**src/rtl/assoc2_cache.sv**
```systemverilog
module assoc2_cache #(
  parameter int ADDR_W = 16,
  parameter int DATA_W = 32,
  parameter int SETS   = 16
) (
  input  logic              clk,
  input  logic              rst_n,
  input  logic              req_valid,
  input  logic              req_write,
  input  logic [ADDR_W-1:0] req_addr,
  input  logic [DATA_W-1:0] req_wdata,
  output logic              cpu_done,
  output logic              cpu_hit,
  output logic [DATA_W-1:0] cpu_rdata,
  output logic              mem_valid,
  output logic              mem_we,
  output logic [ADDR_W-1:0] mem_addr,
  output logic [DATA_W-1:0] mem_wdata,
  input  logic              mem_ready,
  input  logic [DATA_W-1:0] mem_rdata
);
  localparam int IDX_W = $clog2(SETS);
  localparam int TAG_W = ADDR_W - IDX_W;
  localparam int WAYS  = 2;

  typedef enum logic [1:0] {S_IDLE, S_CMP, S_MEM, S_DONE} st_t;
  st_t st;

  logic [ADDR_W-1:0] a_q;
  logic [DATA_W-1:0] wd_q;
  logic              w_q;
  logic              fill_q;
  logic              hit_q;
  logic [DATA_W-1:0] rd_q;

  logic [WAYS-1:0]   vld [SETS];
  logic [TAG_W-1:0]  tag_m [SETS][WAYS];
  logic [DATA_W-1:0] dat_m [SETS][WAYS];
  logic [SETS-1:0]   lru;

  logic [IDX_W-1:0] set_i;
  logic [TAG_W-1:0] tag_i;
  logic [WAYS-1:0]  hit_w;
  logic             hit, hit_way, victim;

  assign set_i = a_q[IDX_W-1:0];
  assign tag_i = a_q[ADDR_W-1:IDX_W];

  for (genvar w = 0; w < WAYS; w++) begin : g_cmp
    assign hit_w[w] = vld[set_i][w] && (tag_m[set_i][w] == tag_i);
  end

  assign hit     = |hit_w;
  assign hit_way = hit_w[1];
  assign victim  = !vld[set_i][0] ? 1'b0 :
                   !vld[set_i][1] ? 1'b1 : lru[set_i];

  assign cpu_done  = (st == S_DONE);
  assign cpu_hit   = hit_q;
  assign cpu_rdata = rd_q;
  assign mem_valid = (st == S_MEM);
  assign mem_we    = w_q;
  assign mem_addr  = a_q;
  assign mem_wdata = wd_q;

  always_ff @(posedge clk) begin
    if (!rst_n) begin
      st     <= S_IDLE;
      a_q    <= '0;
      wd_q   <= '0;
      w_q    <= 1'b0;
      fill_q <= 1'b0;
      hit_q  <= 1'b0;
      rd_q   <= '0;
      lru    <= '0;
      for (int s = 0; s < SETS; s++) vld[s] <= '0;
    end else begin
      case (st)
        S_IDLE: if (req_valid) begin
          a_q  <= req_addr;
          wd_q <= req_wdata;
          w_q  <= req_write;
          st   <= S_CMP;
        end
        S_CMP: begin
          hit_q  <= hit;
          fill_q <= victim;
          if (hit) lru[set_i] <= ~hit_way;
          if (hit && !w_q) rd_q <= dat_m[set_i][hit_way];
          st <= (w_q || !hit) ? S_MEM : S_DONE;
        end
        S_MEM: if (mem_ready) begin
          if (!w_q) begin
            vld[set_i][fill_q] <= 1'b1;
            lru[set_i]         <= ~fill_q;
            rd_q               <= mem_rdata;
          end
          st <= S_DONE;
        end
        default: st <= S_IDLE;
      endcase
    end
  end

  always_ff @(posedge clk) begin
    if (st == S_CMP && hit && w_q)
      dat_m[set_i][hit_way] <= wd_q;
    else if (st == S_MEM && mem_ready && !w_q) begin
      dat_m[set_i][fill_q] <= mem_rdata;
      tag_m[set_i][fill_q] <= tag_i;
    end
  end
endmodule

```
**config.mk**
```make
export PLATFORM = sky130hd
export DESIGN_NAME = assoc2_cache
export DESIGN_NICKNAME = d
export VERILOG_FILES = /design/src/rtl/assoc2_cache.sv
export SDC_FILE = /design/constraint.sdc
export NUM_CORES = 1
export LEC_CHECK = 0
export BUFFER_PORTS_ARGS = -buffer_cell sky130_fd_sc_hd__buf_2
export CAP_MARGIN = 20
export CORE_MARGIN = 2
export CORE_UTILIZATION = 42
export CTS_CLUSTER_SIZE = 16
export DETAILED_ROUTE_END_ITERATION = 12
export GPL_TIMING_DRIVEN = 0
export REMOVE_ABC_BUFFERS = 1
export SETUP_SLACK_MARGIN = 0.02
export SLEW_MARGIN = 20
export SYNTH_ARGS = -nofsm -noshare
export SYNTH_HDL_FRONTEND = slang
export SYNTH_SLANG_ARGS = --single-unit
```
**constraint.sdc**
```tcl
create_clock -name clk -period 4.8 [get_ports clk]
set_input_delay 0.72 -clock clk [delete_from_list [all_inputs] [get_ports clk]]
set_output_delay 0.72 -clock clk [all_outputs]
set_load 0.02 [all_outputs]
```
==> run metrics <==
Clock Latency Late Sink=790 ps; die extent in x=about 380 microns; HP Class=in -> reg; CTS tree=done; CP Capture Type=flop; vias=a little over 30k; WL per Instance=roughly 29 microns; CTS root buffer=clkbuf_16; nets=3,360; Max FO, Critical Path=42; Pins Over Slew Limit=0; sw frac=between 20 and 30%; Synth Register Bits=about 1.5k; Remaining Overflow, GRT=0; row cnt=approximately 140; placed cell count=roughly 5k; clock share of power=34.8%; Initial DRC Count=between 3k and 4k; Yosys top cell area share=between 60% and 70%; Starting Density=a little over two fifths; Cells after Synth=about 3.0k; chip height=roughly 380 microns; RSZ-0062 raised after global routing=false; RePlAce Congestion=approximately 0.82; Pwr Density=482 nW/um^2; minimum clock period=about 4600 ps; IO Count=169; type of the worst setup path=reg -> reg; Pint=~25 mW; Final Hold Viols=0; initial antenna violation count=7; post-DP HPWL=between 100,000 and 150,000 microns; cell area after synthesis=60,500 sq um; total core area=about 140,000 sq um; Comb power frac=between 10% and 20%; Vias/cell=slightly below 6; Critical Path Source Type=flop; synth top area cells=edfxtp_1 70%, mux4_2 15%, dfxtp_1 4.5%; Area Growth Syn to Fin=18.2%; asr flop ratio synth=0%; gr usage total=21.2%; n_diodes=0; largest net degree at the start of global routing=103; Yosys top cell by area=edfxtp_1; CTS Buf Count=150; Reg power frac=between 40 and 50%; register area share after synthesis=between 70% and 80%; count leader, synth=edfxtp_1; Worst EP arrival=5120 ps; layout cells sized above 1=roughly a third; Yosys warnings=0; ANT nets after route=0; Final Skew=between 20 and 30 ps; critical path required time=5270 ps; maximum root-to-sink buffer count=3; total iterations of the first detailed-routing run=5; mean post-synth cell area=20.4 sq um; Finished Layout Cells=5,297; area of the die=147,000 sq um; Place WS=-1030 ps; Fill cells=11.3k; number of global-route vias before repair=31.5k; slew at the pin closest to its max-slew limit=903 ps; IR Drop Worst-Case VDD=around 0.00036 V; Synth top cells by count=1,408 x edfxtp_1, 414 x mux4_2, 249 x nand2_1; final core area utilization=about half; final setup violation count=0; status=finished, final reports clean; Rel. slew slack=between 30% and 40%; Max Fclk=around 0.22 GHz; DRC=0; max-cap viol count=0; global-route wire length before repair=around 220,000 microns; Setup WS post-layout=between 150 and 200 ps; Buffers on Ports=~170; clk sinks=around 1.5k; H-tree levels=4; dominant synthesized flop cell=edfxtp_1; DRT Wirelength=156,000 microns; Pleak=23.0 nW; final total power=~34 mW; EDFF count, synth=1,408; Net Switching=slightly above 9 mW; number of distinct library cells after synthesis=between 50 and 60; CTS clk-pin slew, worst paths=60 ps; Tcrit/Tclk final=slightly below 100%
==> cells by family after synthesis <==
family,Yosys count,share of synthesized area (%)
xor+xnor,22,0.318
mux,548,18.0
simple gates,396,2.79
flops,1545,74.4
fa+ha+maj,5,0.103
compound gates,267,3.03
buf+inv,185,1.43
==> layer usage <==
metal	GRT usage [%]	share of wire [%]	up-vias
li1	-	-	12800
met4	6.16	2.2	12
met5	0	0.046	-
met1	30.1	41	16500
met2	33.0	47	1450
met3	4.89	9.3	221
==> final cells by class <==
type / count / area [sq um] / area share (%)
well taps: 1903 / 2380 / 3.33
clock buffers: 205 / 4280 / 5.99
clock inverters: 71 / 744 / 1.04
multi-input cells: 1238 / 15100 / 21.0
repair buffers: 328 / 3990 / 5.58
flip-flops and latches: 1545 / 45100 / 63.0
inverters: 7 / 33.8 / 0.0472
==> layout by cell type (no fill, tap or decap), drive strengths merged, types with 4 or more instances in the layout <==
master	count
o22ai	40
ha	5
mux2	86
mux2i	48
nor2	80
edfxtp	1408
mux4	414
dfxtp	137
o21a	34
nand2b	4
o31ai	16
clkinv	46
buf	327
bufinv	14
nor4b	4
clkbuf	206
xor2	19
o21ai	73
a21boi	50
a21oi	4
o211ai	23
or3	6
a22o	7
nor3	5
nand3	14
nor2b	12
nand2	249
a22oi	7
nand4	4
clkinvlp	5
inv	13
==> critical path, cell delays in order, from the launching register on <==
cell	delay [ps]
dfxtp_4	590
buf_16	250
buf_16	290
mux4_2	550
mux2i_1	270
mux2i_1	140
xor2_1	180
nor4_1	340
and4_2	420
a41oi_4	130
buf_4	200
buf_16	160
nor2_4	510
buf_16	240
==> timing repair <==
action | in CTS | in global routing
setup buffers | 17 | 7
gates cloned | 0 | 1
endpoints found under the setup margin | 1064 | 430
hold buffers | 0 | 0
gates resized for setup | 2 | 2
pin swaps | 9 | 4
==> power by group through the flow <==
stage               Combinational, mW  Sequential, mW  Clock [mW]
floorplan                        4.25            16.9           0
global placement                 6.20            17.1           0
detailed placement               6.03            16.6           0
CTS                              6.16            16.3        12.2
global route                     6.55            16.3        12.7
finish                           6.16            16.3        12.0
==> state kept, by name, indices dropped and copies added, names as in the netlist, 2 cells and up, named ones only <==
name and cells:
lru 16, tag_m 384, vld 32, mem_addr 16
mem_wdata 32, dat_m 1024, st 2, cpu_rdata 32
==> worst paths after layout <==
| path | startpoint | end | slack, ps | depth (start not counted) |
|---|---|---|---|---|
| min reg2reg | vld[15][0]$_DFF_P_ | vld[15][0]$_DFF_P_ | 460 | 1 |
| max | flop | dat_m[4][38]$_DFFE_PP_ | 160 | 13 |
| min | req_wdata[8] | mem_wdata[8]$_SDFFE_PN0P_ | 190 | 3 |
| max reg2reg | flop | dat_m[4][38]$_DFFE_PP_ | 160 | 13 |
==> through the flow <==
step	instance area (sq um)	hold WS [ps]	setup TNS (ps)
2_1_floorplan	59700	435	-
3_3_place_gp	62900	441	-
3_5_place_dp	66200	450	-710750
4_1_cts	71500	131	0
5_1_grt	71500	158	0
6_report	71500	185	0
(Power assumes the default switching activity.)
